--- src/rtl/twoline_csr_pkg.sv ---
package twoline_csr_pkg;
  localparam int DATA_W  = 8;
  localparam int ADDR_W  = 2;
  localparam int STATE_W = 5;
  localparam int PSEL_W  = 2;
  localparam int DIV_W   = 2 * ((1 << PSEL_W) - 1) + 1;

  localparam logic [ADDR_W-1:0] A_CTL  = 2'd0;
  localparam logic [ADDR_W-1:0] A_STAT = 2'd1;
  localparam logic [ADDR_W-1:0] A_DATA = 2'd2;

  localparam int B_FLAG = 7;
  localparam int B_STOP = 4;
  localparam int B_COL  = 3;
  localparam int B_EN   = 2;
  localparam int B_IE   = 0;

  localparam logic [STATE_W-1:0] STATE_IDLE = '1;

  // divide value selected by the prescaler field: 4 ** sel
  function automatic logic [DIV_W-1:0] presc_divide(input logic [PSEL_W-1:0] sel);
    logic [DIV_W-1:0] one;
    one = {{(DIV_W-1){1'b0}}, 1'b1};
    return one << (2 * sel);
  endfunction

  function automatic logic [DATA_W-1:0] status_word(input logic [STATE_W-1:0] st,
                                                    input logic [PSEL_W-1:0] sel);
    return {st, 1'b0, sel};
  endfunction

  function automatic logic [DATA_W-1:0] control_word(input logic flag, input logic stop,
                                                     input logic col, input logic en,
                                                     input logic ie);
    logic [DATA_W-1:0] w;
    w = '0;
    w[B_FLAG] = flag;
    w[B_STOP] = stop;
    w[B_COL]  = col;
    w[B_EN]   = en;
    w[B_IE]   = ie;
    return w;
  endfunction
endpackage

--- src/rtl/twoline_ctl_reg.sv ---
module twoline_ctl_reg
  import twoline_csr_pkg::*;
(
  input  logic              clk,
  input  logic              rst_n,
  input  logic              ctl_wr,
  input  logic              data_wr,
  input  logic [DATA_W-1:0] wdata,
  input  logic              eng_flag_set,
  input  logic              eng_stop_done,
  input  logic              eng_master,
  output logic              flag_q,
  output logic              stop_q,
  output logic              col_q,
  output logic              en_q,
  output logic              ie_q,
  output logic              recover_q,
  output logic [DATA_W-1:0] data_q,
  output logic [DATA_W-1:0] ctl_word
);
  logic en_next, wr_stop, wr_flag_clr;

  assign en_next     = ctl_wr ? wdata[B_EN] : en_q;
  assign wr_stop     = ctl_wr & wdata[B_STOP];
  assign wr_flag_clr = ctl_wr & wdata[B_FLAG];

  always_ff @(posedge clk) begin
    if (!rst_n) begin
      en_q <= 1'b0;
      ie_q <= 1'b0;
    end else if (ctl_wr) begin
      en_q <= wdata[B_EN];
      ie_q <= wdata[B_IE];
    end
  end

  always_ff @(posedge clk) begin
    if (!rst_n)            flag_q <= 1'b0;
    else if (eng_flag_set) flag_q <= 1'b1;
    else if (wr_flag_clr)  flag_q <= 1'b0;
  end

  always_ff @(posedge clk) begin
    if (!rst_n)                      stop_q <= 1'b0;
    else if (!en_next)               stop_q <= 1'b0;
    else if (wr_stop && eng_master)  stop_q <= 1'b1;
    else if (eng_stop_done)          stop_q <= 1'b0;
  end

  always_ff @(posedge clk) begin
    if (!rst_n) recover_q <= 1'b0;
    else        recover_q <= en_next & wr_stop & ~eng_master;
  end

  always_ff @(posedge clk) begin
    if (!rst_n) begin
      col_q  <= 1'b0;
      data_q <= '0;
    end else if (data_wr) begin
      col_q <= ~flag_q;
      if (flag_q) data_q <= wdata;
    end
  end

  assign ctl_word = control_word(flag_q, stop_q, col_q, en_q, ie_q);
endmodule

--- src/rtl/twoline_stat_reg.sv ---
module twoline_stat_reg
  import twoline_csr_pkg::*;
(
  input  logic               clk,
  input  logic               rst_n,
  input  logic               stat_wr,
  input  logic [PSEL_W-1:0]  wsel,
  input  logic [STATE_W-1:0] eng_state,
  output logic [PSEL_W-1:0]  psel_q,
  output logic [DIV_W-1:0]   div_o,
  output logic [DATA_W-1:0]  stat_word
);
  always_ff @(posedge clk) begin
    if (!rst_n)       psel_q <= '0;
    else if (stat_wr) psel_q <= wsel;
  end

  assign div_o     = presc_divide(psel_q);
  assign stat_word = status_word(eng_state, psel_q);
endmodule

--- src/rtl/twoline_irq.sv ---
module twoline_irq (
  input  logic flag,
  input  logic ie,
  input  logic glob_ie,
  output logic irq
);
  assign irq = flag & ie & glob_ie;
endmodule

--- src/rtl/twoline_csr.sv ---
module twoline_csr
  import twoline_csr_pkg::*;
(
  input  logic               clk,
  input  logic               rst_n,
  input  logic [ADDR_W-1:0]  bus_addr,
  input  logic               bus_wr,
  input  logic               bus_rd,
  input  logic [DATA_W-1:0]  bus_wdata,
  output logic [DATA_W-1:0]  bus_rdata,
  input  logic               glob_ie,
  input  logic               eng_flag_set,
  input  logic               eng_stop_done,
  input  logic               eng_master,
  input  logic [STATE_W-1:0] eng_state,
  output logic [DATA_W-1:0]  tx_data,
  output logic               irq,
  output logic [DIV_W-1:0]   presc_div,
  output logic               stop_req,
  output logic               slave_recover,
  output logic               if_enable
);
  logic ctl_wr, stat_wr, data_wr;
  logic flag_q, stop_q, col_q, en_q, ie_q, recover_q;
  logic [DATA_W-1:0] data_q, ctl_word, stat_word, rd_mux;
  logic [PSEL_W-1:0] psel_q;

  assign ctl_wr  = bus_wr && (bus_addr == A_CTL);
  assign stat_wr = bus_wr && (bus_addr == A_STAT);
  assign data_wr = bus_wr && (bus_addr == A_DATA);

  twoline_ctl_reg ctl_u (
    .clk(clk), .rst_n(rst_n), .ctl_wr(ctl_wr), .data_wr(data_wr), .wdata(bus_wdata),
    .eng_flag_set(eng_flag_set), .eng_stop_done(eng_stop_done), .eng_master(eng_master),
    .flag_q(flag_q), .stop_q(stop_q), .col_q(col_q), .en_q(en_q), .ie_q(ie_q),
    .recover_q(recover_q), .data_q(data_q), .ctl_word(ctl_word)
  );

  twoline_stat_reg stat_u (
    .clk(clk), .rst_n(rst_n), .stat_wr(stat_wr), .wsel(bus_wdata[PSEL_W-1:0]),
    .eng_state(eng_state), .psel_q(psel_q), .div_o(presc_div), .stat_word(stat_word)
  );

  twoline_irq irq_u (.flag(flag_q), .ie(ie_q), .glob_ie(glob_ie), .irq(irq));

  always_comb begin
    unique case (bus_addr)
      A_CTL:   rd_mux = ctl_word;
      A_STAT:  rd_mux = stat_word;
      A_DATA:  rd_mux = data_q;
      default: rd_mux = '0;
    endcase
  end

  always_ff @(posedge clk) begin
    if (!rst_n)      bus_rdata <= '0;
    else if (bus_rd) bus_rdata <= rd_mux;
  end

  assign tx_data       = data_q;
  assign stop_req      = stop_q;
  assign slave_recover = recover_q;
  assign if_enable     = en_q;
endmodule

--- config.mk ---
export PLATFORM = sky130hd
export DESIGN_NAME = twoline_csr
export DESIGN_NICKNAME = d
export VERILOG_FILES = /design/src/rtl/twoline_csr_pkg.sv /design/src/rtl/twoline_ctl_reg.sv /design/src/rtl/twoline_stat_reg.sv /design/src/rtl/twoline_irq.sv /design/src/rtl/twoline_csr.sv
export SDC_FILE = /design/constraint.sdc
export NUM_CORES = 1
export LEC_CHECK = 0
export BUFFER_PORTS_ARGS = -buffer_cell sky130_fd_sc_hd__buf_4
export CAP_MARGIN = 30
export CORE_MARGIN = 2
export CORE_UTILIZATION = 35
export DETAILED_ROUTE_END_ITERATION = 6
export GPL_ROUTABILITY_DRIVEN = 0
export SETUP_SLACK_MARGIN = 0.5
export SKIP_CTS_REPAIR_TIMING = 1
export SLEW_MARGIN = 20
export SYNTH_ARGS = -nofsm -noshare
export SYNTH_HDL_FRONTEND = slang
export SYNTH_HIERARCHICAL = 1
export SYNTH_SLANG_ARGS = --single-unit
export TNS_END_PERCENT = 5
--- constraint.sdc ---
create_clock -name clk -period 3.5 [get_ports clk]
set_clock_uncertainty 0.15 [all_clocks]
set_input_delay 0.175 -clock clk [delete_from_list [all_inputs] [get_ports clk]]
set_output_delay 0.175 -clock clk [all_outputs]
set_load 0.01 [all_outputs]
* Yosys cells after proc, flatten, opt, wreduce, memory -nomap -nowiden
Cells that the tools add are included.
Widths: inputs -> output; s select.
** Storage, ports and cells
- Bits in registers :: 24
- Input port bits :: 23
- Output and inout port bits :: 27
** Cells by class
- Equal/unequal tests :: 2
- Shifts and indexed selects :: 1
- Multiplexer cells :: 6
- Bitwise logic cells :: 8
- Reductions and logical operators :: 9
** Operator list (count)
- $pmux 8 s3 :: 1
- $shl 1x3->7 const A :: 1
- $and 1x1->1 :: 6
- $mux 1 :: 5
- $logic_and 1x1->1 :: 4
- $reduce_and 2->1 :: 2
- $reduce_bool 2->1 :: 2
- $eq 2x1->1 const B :: 1
- $eq 2x2->1 const B :: 1
- $logic_not 2->1 :: 1
- $not 1->1 :: 2

* Depth between registers and ports, before layout
- Word-level depth :: 5
- Mapped depth :: 7
- Gate-level depth less buffers :: 4

* Hierarchy
The synthesis kept the hierarchy.
** By module, submodules not included
- twoline_ctl_reg :: instances 1, cells each 66, area each 645.6 µm², seq. area each 280.3 µm²
- twoline_csr :: instances 1, cells each 58, area each 544.3 µm², seq. area each 160.2 µm²
- twoline_stat_reg :: instances 1, cells each 22, area each 181.4 µm², seq. area each 40.0 µm²
- twoline_irq :: instances 1, cells each 1, area each 6.3 µm², seq. area each 0.0 µm²

* Least setup slack after synthesis
No wires, ideal clock.
- Path type :: input to register
- From :: in bus_addr[1]
- To :: reg ctl_u.recover_q
- Library setup time :: 0.125 ns
- Arrival :: 1.184 ns
- Data required time :: 3.225 ns
- Slack :: 2.041 ns
- Stages on the path :: 4
- Path buffers :: 1
- Cell sequence :: buf_2 > nor3b_1 > mux2i_1 > nor4_2
** On the way
- Word-level cells in the longest chain between the ends :: 5
- Elaborated cells between the ends (all ways) :: 6
- Classes of those cells :: mux (1); bitwise (3); reduce/logical (2)
** Ends and longest elaborated chain
- start, declared :: line twoline_csr.sv:6 : input logic [ADDR_W-1:0] bus_addr,
- $logic_not 2->1 * :: line twoline_csr.sv:28 : assign ctl_wr = bus_wr && (bus_addr == A_CTL);
- $logic_and 1x1->1 * :: line twoline_csr.sv:28
- via ctl_wr :: line twoline_csr.sv:23 : logic ctl_wr, stat_wr, data_wr;
- $mux 1 / $and 1x1->1 (equally long branches)
- $and 1x1->1 * (2 in series) :: line twoline_ctl_reg.sv:52 : else recover_q <= en_next & wr_stop & ~eng_master;
- end signal, assigned :: line twoline_ctl_reg.sv:52
- end, declared :: line twoline_ctl_reg.sv:17 : output logic recover_q,
Mark *: on every way through the listed nets, which the timed path passes. The rest lies on a longest branch.
A chain may end at the register's enable or synchronous reset.

* Worst setup path after layout
- From :: reg ctl_u.flag_q
- To :: out irq
** On the way
- Word-level cells in the longest chain between the ends :: 2
** Ends and longest elaborated chain
- start, declared :: line twoline_ctl_reg.sv:12 : output logic flag_q,
- start signal, assigned :: line twoline_ctl_reg.sv:38 : if (!rst_n) flag_q <= 1'b0;
- start signal, assigned :: line twoline_ctl_reg.sv:39 : else if (eng_flag_set) flag_q <= 1'b1;
- start signal, assigned :: line twoline_ctl_reg.sv:40 : else if (wr_flag_clr) flag_q <= 1'b0;
- $and 1x1->1 (2 in series) :: line twoline_irq.sv:7 : assign irq = flag & ie & glob_ie;
- end, declared :: line twoline_csr.sv:17 : output logic irq,
No other way between the ends.

==> results.json <==
{
  "status": "finished clean",
  "yosys.area.top_type": "dfxtp_1",
  "ff2ff_path_depth": 2,
  "drtAntennaViolNets": 0,
  "clkSinkCount": 24,
  "layout_min_cycle_time_ps": 1720,
  "drt-vias-per-instance": 4.72,
  "rsz0062_at_grt": "false",
  "vdd_drop_max_mv": 0.320,
  "cellPowerDensity_nw_per_um2": 372,
  "antenna_found_initial": 0,
  "io_buffers": 46,
  "pre_cts_ws_ps": 1590,
  "grt_usage_pct": 13.6,
  "hold_depth": 3,
  "fp.dieH_um": 66.7,
  "design_area_um2": 1690,
  "yosysWarnings": 6,
  "hpwl_um": 2210,
  "synthFlopType": "dfxtp_1",
  "rows": 22,
  "rrSetupSlack_ps": 2170,
  "finalSetupViolations": 0,
  "drive_gt1_share_pct": 44.6,
  "grt_max_degree": 21,
  "dpl_cell_area_um2": 1590,
  "total_power_uw": 627,
  "min_period_over_period_pct": 49.1,
  "coreArea_um2": 3720,
  "critPathMaxStageDelay_ps": 760,
  "max_freq_mhz": 582,
  "num_io_pins": 50,
  "clkTransAtPathRegs_ps": 80,
  "async_flop_share_pct": 0,
  "tightestPinTransition_ps": 720,
  "grt-busiest-layer": "met2",
  "drtIter0Drc": 38,
  "die_w_um": 66.7,
  "yosysSeqAreaShare_pct": 34.9,
  "path_cells": "and3_1, buf_4",
  "use_met3_pct": 3.89,
  "num_antenna_cells": 0,
  "synth-simple-area-share_pct": 20.7,
  "drv_slew": 0,
  "grt_pass1_wl_um": 4710,
  "criticalPathCategory": "reg2out",
  "cts-root-buf": "clkbuf_8",
  "htreeDepth": 1,
  "top_regs": "bus_rdata: 8 flops, ctl_u/data_q: 8 flops, stat_u/psel_q: 2 flops",
  "insertion_delay_ps": 260,
  "clock_path_buffers": 2,
  "setup_tns_ps": 0,
  "cts_tree": "done",
  "yosys-top-cells-area": "dfxtp_1 (35%), buf_4 (13%), a211oi_2 (7.3%)",
  "grt_pass1_vias": 1016,
  "grt_overflow": 0,
  "nets": 201,
  "start_util_pct": 37.1,
  "worst_ep_arrival_time_ps": 1390,
  "endpoint_kind": "primary output",
  "crit_fanout": 20,
  "area_delta_synth_final_pct": 22.3,
  "drt_wl_total_um": 2910,
  "avgRoutedWirePerCell_um": 12.9,
  "syn_inst": 147,
  "power.leakage_uw": 0.000716,
  "synth_top_family_by_area": "compound AO/OA/AOI/OAI gates",
  "die_area_um2": 4450,
  "gr-usage-met1_pct": 17.6,
  "synth_area_um2": 1380,
  "cp-start-kind": "register",
  "drt_first_pass_iters": 4,
  "avgSynthCellArea_um2": 9.37,
  "setup_ws_ps": 1780,
  "synth_compound_area_share_pct": 24.4,
  "grtUsageMet2_pct": 23.1,
  "synth-seq-cells": 24,
  "hp-class": "in2reg",
  "cp.required_ps": 3170,
  "cap_violations": 0,
  "muxShareOfSynthArea_pct": 2.91,
  "synth-adder-area-share_pct": 0,
  "cp_slowest_cell": "dfxtp_1",
  "synthXorXnorAreaFrac_pct": 0,
  "hold_viol": 0,
  "postLayoutCoreUtil_pct": 45.4,
  "cts_buffers": 3,
  "drt_drc_violations_left": 0,
  "yosys.area.top_type_share_pct": 34.9,
  "synth_edf_count": 0,
  "slew_headroom_pct": 51.9,
  "synth.distinct_cells": 29,
  "vias": 1062
}
==> power by group <==
part	internal, uW	switching (uW)
Clock	153	83.6
Sequential	284	11.2
Combinational	48.4	47.2
Total	485	142
==> metal layers <==
metal / share of wire, % / vias to the layer above
met2: 47 / 29
met3: 5.6 / 2
met4: 0.34 / 0
li1: - / 546
met5: 0 / -
met1: 47 / 485
==> worst max-delay path, delay by kind of cell, from the launching register on <==
kind                   cells  cell delay [ps]
flip-flops                 1              760
AND/OR/NAND/NOR            1              260
buffers and inverters      1              120
==> path summary, 6_finish.rpt <==
check	start	endpoint
worst min register to register	ctl_u/stop_q	ctl_u/stop_q
worst max-delay path	ctl_u/flag_q	irq
worst max register to register	ctl_u/flag_q	ctl_u/flag_q
worst min-delay path	bus_wdata[0]	ctl_u/ie_q
==> cell usage after synthesis (2+ instances only) <==
library cell / number
nand3_1: 9
a21bo_2: 7
a211oi_2: 8
mux2i_1: 4
o21ai_0: 9
a21oi_1: 16
buf_4: 23
nor2b_1: 5
nor2_1: 3
nor3b_1: 2
and2_1: 8
nand2_1: 2
buf_6: 2
dfxtp_1: 24
buf_2: 2
nor3_2: 8
conb_1: 2
and3_1: 2
==> area by class of cell <==
cell class / instances / area [um^2]
Timing Repair Buffer: 49 / 373
Sequential cell: 24 / 480
Fill cell: 375 / 2030
Clock inverter: 1 / 30.0
Tap cell: 48 / 60.1
Inverter: 2 / 7.51
Clock buffer: 3 / 41.3
Multi-Input combinational cell: 98 / 693
==> layout by cell type (no fill, tap or decap), types with 3 or more instances in the layout <==
cell and n:
a21oi_1 16, clkbuf_8 3, and2_1 8, conb_1 7
nor2_1 3, o21ai_0 9, nand3_1 9, nor3_2 8
dfxtp_1 24, a211oi_2 8, mux2i_1 4, buf_4 47
nor2b_1 5, a21bo_2 7
==> per-stage QoR <==
step / cells / hold WS (ps)
4_1_cts: 222 / -86.9
2_1_floorplan: 152 / 95.6
3_3_place_gp: 218 / 201
3_5_place_dp: 218 / 203
5_1_grt: 225 / 12.7
6_report: 225 / 19.0
==> kinds of logic after synthesis <==
logic type	after synthesis
buf+inv	30
mux	4
simple gates	42
compound gates	45
other cells	2
flops	24
(Power assumes the default switching activity.)
